<file path="src/rtl/ucode_pkg.sv">
package ucode_pkg;

  localparam int unsigned WORD_W = 32;
  localparam int unsigned STB_W  = 8;
  localparam int unsigned GAP_W  = WORD_W - 2 * STB_W;
  localparam int unsigned REG_AW = 5;

  typedef struct packed {
    logic [STB_W-1:0] wr;
    logic [GAP_W-1:0] gap;
    logic [STB_W-1:0] src;
  } uword_t;

  // Step k drives one bit from the top byte and one from the bottom byte.
  function automatic logic [WORD_W-1:0] uword_at(input int unsigned addr);
    logic [WORD_W-1:0] w;
    w = '0;
    if (addr < STB_W) begin
      w[WORD_W-1-addr] = 1'b1;
      w[addr]          = 1'b1;
    end
    return w;
  endfunction

endpackage

</file>
<file path="src/rtl/ucode_store.sv">
module ucode_store
  import ucode_pkg::*;
#(
  parameter int unsigned ADDR_W = 6
) (
  input  logic [ADDR_W-1:0] addr_i,
  output uword_t            word_o
);
  localparam int unsigned DEPTH = 1 << ADDR_W;

  logic [WORD_W-1:0] rom [DEPTH];

  for (genvar g = 0; g < DEPTH; g++) begin : g_word
    assign rom[g] = uword_at(g);
  end

  assign word_o = uword_t'(rom[addr_i]);
endmodule

</file>
<file path="src/rtl/ucode_seq.sv">
module ucode_seq #(
  parameter int unsigned ADDR_W = 6
) (
  input  logic              clk,
  input  logic              rst,
  input  logic              ret_i,
  output logic [ADDR_W-1:0] upc_o
);
  always_ff @(posedge clk) begin
    if (rst || ret_i) upc_o <= '0;
    else              upc_o <= upc_o + 1'b1;
  end
endmodule

</file>
<file path="src/rtl/ucode_ir.sv">
module ucode_ir
  import ucode_pkg::*;
#(
  parameter int unsigned RS_LSB = 21,
  parameter int unsigned RT_LSB = 16,
  parameter int unsigned RD_LSB = 11
) (
  input  logic              clk,
  input  logic              rst,
  input  logic              load_i,
  input  logic [WORD_W-1:0] d_i,
  output logic [REG_AW-1:0] rs_o,
  output logic [REG_AW-1:0] rt_o,
  output logic [REG_AW-1:0] rd_o
);
  logic [WORD_W-1:0] ir_q;

  always_ff @(posedge clk) begin
    if (rst)         ir_q <= '0;
    else if (load_i) ir_q <= d_i;
  end

  assign rs_o = ir_q[RS_LSB +: REG_AW];
  assign rt_o = ir_q[RT_LSB +: REG_AW];
  assign rd_o = ir_q[RD_LSB +: REG_AW];

  // Opcode and function bits are held but not decoded by this control unit.
  logic unused_ir_bits;
  assign unused_ir_bits = ^{ir_q[WORD_W-1:RS_LSB+REG_AW], ir_q[RD_LSB-1:0]};
endmodule

</file>
<file path="src/rtl/ucode_ctrl.sv">
module ucode_ctrl
  import ucode_pkg::*;
#(
  parameter int unsigned ADDR_W = 6
) (
  input  logic                  clk,
  input  logic                  rst,
  input  logic [WORD_W-1:0]     mdr_i,
  output logic [ADDR_W-1:0]     upc_o,
  output logic [STB_W-1:0]      wr_en_o,
  output logic [STB_W-1:0]      src_en_o,
  output logic [REG_AW-1:0]     rs_o,
  output logic [REG_AW-1:0]     rt_o,
  output logic [REG_AW-1:0]     rd_o,
  output logic [REG_AW-1:0]     wa_o
);
  localparam int unsigned IR_LD_BIT = STB_W - 3;
  localparam int unsigned WB_RD_BIT = STB_W - 1;

  uword_t word;
  logic   word_empty;

  ucode_store #(.ADDR_W(ADDR_W)) u_store (
    .addr_i (upc_o),
    .word_o (word)
  );

  assign word_empty = (word == '0);

  ucode_seq #(.ADDR_W(ADDR_W)) u_seq (
    .clk   (clk),
    .rst   (rst),
    .ret_i (word_empty),
    .upc_o (upc_o)
  );

  assign wr_en_o  = rst ? '0 : word.wr;
  assign src_en_o = rst ? '0 : word.src;

  ucode_ir u_ir (
    .clk    (clk),
    .rst    (rst),
    .load_i (wr_en_o[IR_LD_BIT]),
    .d_i    (mdr_i),
    .rs_o   (rs_o),
    .rt_o   (rt_o),
    .rd_o   (rd_o)
  );

  assign wa_o = src_en_o[WB_RD_BIT] ? rd_o : rt_o;
endmodule

</file>
<file path="config.mk">
export PLATFORM = sky130hd
export DESIGN_NAME = ucode_ctrl
export DESIGN_NICKNAME = d
export VERILOG_FILES = /design/src/rtl/ucode_pkg.sv /design/src/rtl/ucode_store.sv /design/src/rtl/ucode_seq.sv /design/src/rtl/ucode_ir.sv /design/src/rtl/ucode_ctrl.sv
export SDC_FILE = /design/constraint.sdc
export NUM_CORES = 1
export LEC_CHECK = 0
export ABC_AREA = 1
export BUFFER_PORTS_ARGS = -buffer_cell sky130_fd_sc_hd__buf_2
export CAP_MARGIN = 25
export CORE_MARGIN = 8
export CORE_UTILIZATION = 43
export DETAILED_ROUTE_END_ITERATION = 8
export GPL_ROUTABILITY_DRIVEN = 1
export GPL_TIMING_DRIVEN = 0
export PLACE_DENSITY = 0.81
export SLEW_MARGIN = 20
export SYNTH_ARGS = -nofsm -noshare
export SYNTH_HDL_FRONTEND = slang
export SYNTH_SLANG_ARGS = --single-unit
export TNS_END_PERCENT = 1
</file>
<file path="constraint.sdc">
create_clock -name clk -period 3 [get_ports clk]
set_input_delay 0.3 -clock clk [delete_from_list [all_inputs] [get_ports clk]]
set_output_delay 0.3 -clock clk [all_outputs]
set_load 0.02 [all_outputs]
</file>
# [Word level (Yosys, flattened, before mapping)]
# Memory sizes are Yosys's and may differ from the RTL's.
# Cells that the tools add are included.
[totals] register_bits=32 mem_bits_ro=2048 out_inout_bits=42 inputBits=34 word_cells=13 mem_count=1
[memory_table] name="(no name shown)" depth=64 width=32 read_ports=1 rd_clocked_by_memory_dff=0 wr=0 line_no="ucode_store.sv:17" source="assign word_o = uword_t'(rom[addr_i]);"
[op_classes] n_lt_le_gt_ge=1 bitwise=1 muxes=5 reduce_logical=2 n_addsub=1
[op_table] operator="two-way mux 32 bit" n=2
[op_table] operator="zero test 32 bit" n=1
[op_table] operator="two-way mux 8 bit" n=2
[op_table] operator="greater-or-equal comparator 7 bit, second input constant" n=1
[op_table] operator="NOT 6 -> 7 bit" n=1
[op_table] operator="adder 6 x 1 -> 6 bit, second input constant" n=1
[op_table] operator="two-way mux 5 bit" n=1
[op_table] operator="logical OR 1 bit" n=1

# [Depth between registers and ports, before layout]
[depth] word_depth=6 ltp_mapped=10 mapped_depth_nobuf=10

# [Cells and area by module]
# From an unflattened synthesis, not the netlist that was laid out.
[unflattened] cells_unflattened=253 hier_area_um2=1478.9
[by_module_without_submodules] mod="ucode_ir" cells_each=95 area_each_um2=634.4 seq_area_each_um2=300.3 instances=1
[by_module_without_submodules] mod="ucode_ctrl" cells_each=81 area_each_um2=320.3 seq_area_each_um2=0.0 instances=1
[by_module_without_submodules] mod="ucode_store" cells_each=45 area_each_um2=269.0 seq_area_each_um2=0.0 instances=1
[by_module_without_submodules] mod="ucode_seq" cells_each=32 area_each_um2=255.2 seq_area_each_um2=120.1 instances=1

# [Worst setup path after synthesis]
# No wires, ideal clock.
[synth_path] path_type="reg2out" from="register u_seq.upc_o[0]" to="output port wa_o[2]" required_time_ns=2.700 path_buffers=0 arrival_ns=1.717 slack_ns=0.983 stages_incl_launch_ff=9 path_cell_list="dfxtp_1 ha_1 ha_1 inv_1 nor2_1 nand2_1 nor2_2 nand2_1 o21ai_0"
[synth_between] elab_chain_cells=6
[synth_rtl] item="from (decl)" line_no="ucode_seq.sv:7" source="output logic [ADDR_W-1:0] upc_o"
[synth_rtl] item="from (signal assigned)" line_no="ucode_seq.sv:11" source="else upc_o <= upc_o + 1'b1;"
[synth_rtl] item="NOT 6 -> 7 bit (not written as such)" line_no="ucode_store.sv:17"
[synth_rtl] item="memory read (64 x 32 bit)"
[synth_rtl] item="two-way mux 32 bit (not written as such) (2 in a row)" line_no="ucode_store.sv:17"
[synth_rtl] item="two-way mux 8 bit" line_no="ucode_ctrl.sv:38" source="assign src_en_o = rst ? '0 : word.src;"
[synth_rtl] item="via src_en_o[7]" line_no="ucode_ctrl.sv:11" source="output logic [STB_W-1:0] src_en_o,"
[synth_rtl] item="two-way mux 5 bit" line_no="ucode_ctrl.sv:50" source="assign wa_o = src_en_o[WB_RD_BIT] ? rd_o : rt_o;"
[synth_rtl] item="to (decl)" line_no="ucode_ctrl.sv:15" source="output logic [REG_AW-1:0] wa_o"
# The timed path passes the listed nets, and every way through them passes these cells. The select of a mux whose other input is x is not followed.

# [Worst setup path after layout]
[layout_path] from="register u_seq.upc_o[0]" to="output port wa_o[2]"
[layout_between] elab_chain_cells=6
[layout_rtl] item="NOT 6 -> 7 bit (not written as such)" line_no="ucode_store.sv:17"
[layout_rtl] item="memory read (64 x 32 bit)"
[layout_rtl] item="two-way mux 32 bit (not written as such) (2 in a row)" line_no="ucode_store.sv:17"
[layout_rtl] item="two-way mux 8 bit" line_no="ucode_ctrl.sv:38"
[layout_rtl] item="two-way mux 5 bit" line_no="ucode_ctrl.sv:50"
# No other way between the ends. The select of a mux whose other input is x is not followed.

==> metrics.txt <==
# TYPE chip_impl_metric gauge
chip_impl_info{name="status",value="complete, no violations"} 1
chip_impl_metric{name="n_antenna_cell",unit=""} 0
chip_impl_metric{name="worst-path-max-fanout",unit=""} 8
chip_impl_metric{name="fp.dieArea",unit="um2"} 4340
chip_impl_metric{name="vias_in_the_first_global_route",unit=""} 976
chip_impl_metric{name="clk-insertion-delay-late",unit="ns"} 0.30
chip_impl_metric{name="syn2layout_area_growth",unit="%"} 33.1
chip_impl_metric{name="core_area",unit="um2"} 2410
chip_impl_metric{name="worst_ir_drop_vdd",unit="uV"} 240
chip_impl_info{name="cp-start-kind",value="register"} 1
chip_impl_metric{name="1st_pass_router_iterations",unit=""} 4
chip_impl_metric{name="drt_wl_total",unit="mm"} 2.64
chip_impl_metric{name="post_synth_inst_count",unit=""} 147
chip_impl_info{name="worst_path_class_setup",value="register to output pin"} 1
chip_impl_metric{name="clk_pin_slew_worst_paths",unit="ns"} 0.12
chip_impl_metric{name="synthesis.area",unit="um2"} 1070
chip_impl_metric{name="cp_data_arrival_time",unit="ns"} 1.94
chip_impl_info{name="timing.rr.start",value="u_seq.upc_o[0]"} 1
chip_impl_metric{name="worst_slack",unit="ns"} 0.761
chip_impl_metric{name="seq_area_frac_synth",unit=""} 0.393
chip_impl_info{name="critical_path.startpoint",value="u_seq.upc_o[0]"} 1
chip_impl_metric{name="resized_after_cts",unit=""} 0
chip_impl_metric{name="row_count",unit=""} 18
chip_impl_info{name="grt_setup_unrepaired",value="false"} 1
chip_impl_metric{name="setup-tns-final",unit="ns"} 0
chip_impl_metric{name="static-leakage-power",unit="nW"} 0.835
chip_impl_info{name="root_buffer",value="sky130_fd_sc_hd__clkbuf_4"} 1
chip_impl_metric{name="post_route_cells_drive_above_1_share",unit=""} 0.397
chip_impl_metric{name="synth.lib_cells_used.distinct",unit=""} 20
chip_impl_metric{name="placement.setup.worst_slack",unit="ns"} 1.11
chip_impl_metric{name="clock_skew",unit="ns"} 0.00168
chip_impl_metric{name="postSynthRegisterBits",unit=""} 21
chip_impl_metric{name="clock.fmax",unit="GHz"} 0.447
chip_impl_metric{name="h-tree-depth",unit=""} 1
chip_impl_metric{name="largest_net_degree_at_the_start_of_global_routing",unit=""} 13
chip_impl_metric{name="vias_per_cell",unit=""} 4.46
chip_impl_metric{name="clockBufferDepth",unit=""} 2
chip_impl_metric{name="powerDensity",unit="nW/um2"} 327
chip_impl_info{name="mostFrequentLayoutCell",value="sky130_fd_sc_hd__buf_2"} 1
chip_impl_info{name="cts_tree",value="done"} 1
chip_impl_info{name="mostFrequentLayoutCells",value="60 x sky130_fd_sc_hd__buf_2, 42 x sky130_fd_sc_hd__nor2_1, 21 x sky130_fd_sc_hd__dfxtp_1"} 1
chip_impl_metric{name="grt_use_total",unit=""} 0.119
chip_impl_info{name="min-delay-start",value="mdr_i[21]"} 1
chip_impl_metric{name="grt.overflow.total",unit=""} 0
chip_impl_metric{name="drt_iter0_drc",unit=""} 26
chip_impl_metric{name="hold_buffers",unit=""} 0
chip_impl_metric{name="cap_viol_max_count",unit=""} 0
chip_impl_metric{name="num-nets-final",unit=""} 250
chip_impl_metric{name="syn_area_per_cell",unit="um2"} 7.27
chip_impl_metric{name="detailedPlacementHpwl",unit="mm"} 2.26
chip_impl_info{name="hold_class",value="input port to register"} 1
chip_impl_metric{name="num_vias",unit=""} 1066
chip_impl_metric{name="slew_violations",unit=""} 0
chip_impl_metric{name="grt_first_pass_wirelength",unit="mm"} 4.27
chip_impl_metric{name="die_h",unit="um"} 65.9
chip_impl_metric{name="min_period_over_period",unit=""} 0.746
chip_impl_metric{name="timing.critical_path.required",unit="ns"} 2.70
chip_impl_metric{name="io_buffer_count",unit=""} 57
chip_impl_metric{name="ys.warnings.count",unit=""} 0
chip_impl_metric{name="route.antenna.remaining_nets",unit=""} 0
chip_impl_metric{name="wl_per_cell",unit="um"} 11.1
chip_impl_metric{name="layout_min_cycle_time",unit="ns"} 2.24
chip_impl_metric{name="remaining_drc_errors",unit=""} 0
chip_impl_info{name="end_kind",value="output pin"} 1
chip_impl_metric{name="floorplan.die.width",unit="um"} 65.9
chip_impl_metric{name="numCtsBuffers",unit=""} 3
chip_impl_metric{name="post-cts-setup-buffers",unit=""} 0
chip_impl_metric{name="finalHoldViolCount",unit=""} 0
chip_impl_metric{name="start_util",unit=""} 0.443
chip_impl_metric{name="io_pins",unit=""} 76
chip_impl_metric{name="finalWeightedCongestion",unit=""} 0.798
chip_impl_metric{name="antenna_found_initial",unit=""} 0
chip_impl_metric{name="clock_sinks",unit=""} 21
chip_impl_metric{name="final-setup-viol-count",unit=""} 0
chip_impl_metric{name="hold_slack",unit="ns"} 0.196
[power by group]
part           internal, W  switching [W]  leakage [nW]  total [W]
combinational    0.0000179      0.0000262         0.647  0.0000441
clock            0.0000497      0.0000860        0.0177   0.000136
sequential        0.000282     0.00000344         0.170   0.000285
[cell usage after synthesis, drive strengths merged]
cell	instances	area, um2
buf	13	93.8
dfxtp	21	420
nand2	20	77.6
nor2	46	206
nand3	4	20.0
nor3	1	5.00
inv	13	48.8
ha	6	75.1
xor2	1	8.76
o21ai	20	104
conb	1	3.75
a21oi	1	5.00
[worst max-delay path, cell delays in order (launching register included)]
cell,delay [ns]
sky130_fd_sc_hd__dfxtp_1,0.43
sky130_fd_sc_hd__ha_1,0.20
sky130_fd_sc_hd__ha_1,0.14
sky130_fd_sc_hd__inv_1,0.03
sky130_fd_sc_hd__nor2_1,0.07
sky130_fd_sc_hd__nand2_1,0.13
sky130_fd_sc_hd__nor2_2,0.28
sky130_fd_sc_hd__nand2_1,0.08
sky130_fd_sc_hd__o21ai_0,0.07
sky130_fd_sc_hd__buf_2,0.18
[kinds of logic after synthesis]
kind of cell,synth area share
buffers and inverters,0.133
flip-flops,0.393
adder cells (fa/ha/maj),0.0703
other,0.00351
AO/OA/AOI/OAI,0.102
XOR/XNOR,0.00820
AND/OR/NAND/NOR,0.289
[area by class of cell]
class	count	area (um2)
Fill cell	253	987
Multi-Input combinational cell	101	509
Sequential cell	21	420
Timing Repair Buffer	57	285
Buffer	13	93.8
Inverter	13	48.8
Tap cell	30	37.5
Clock buffer	3	22.5
Clock inverter	1	5.00
[per-layer routing]
layer	wire length [um]	GRT usage	up-vias
met2	1300	0.219	34
met1	1070	0.127	463
met3	262	0.0424	2
li1	-	-	567
met4	10	0.0245	0
met5	0	0	-
[stage by stage]
stage | cells | instance area (um2) | utilization | power (W)
global placement | 235 | 1400 | 0.579 | 0.000336
finish | 239 | 1420 | 0.590 | 0.000465
CTS | 239 | 1420 | 0.590 | 0.000470
detailed placement | 235 | 1400 | 0.579 | 0.000337
floorplan | 148 | 1070 | - | 0.000318
global route | 239 | 1420 | 0.590 | 0.000491
[path summary, 6_finish.rpt]
path	endpoint	slack, ns	cells past startpoint
setup / recovery	wa_o[2]	0.76	9
hold / removal	u_ir.ir_q[21]	0.20	3
setup reg to reg	u_seq.upc_o[0]	1.48	10
hold reg to reg	u_ir.ir_q[18]	0.49	2
[state kept, by name, summed over array words and instances (netlist names)]
name / cells
u_seq.upc_o: 6
u_ir.ir_q: 15
No activity file was read; power rests on OpenSTA's default activity.
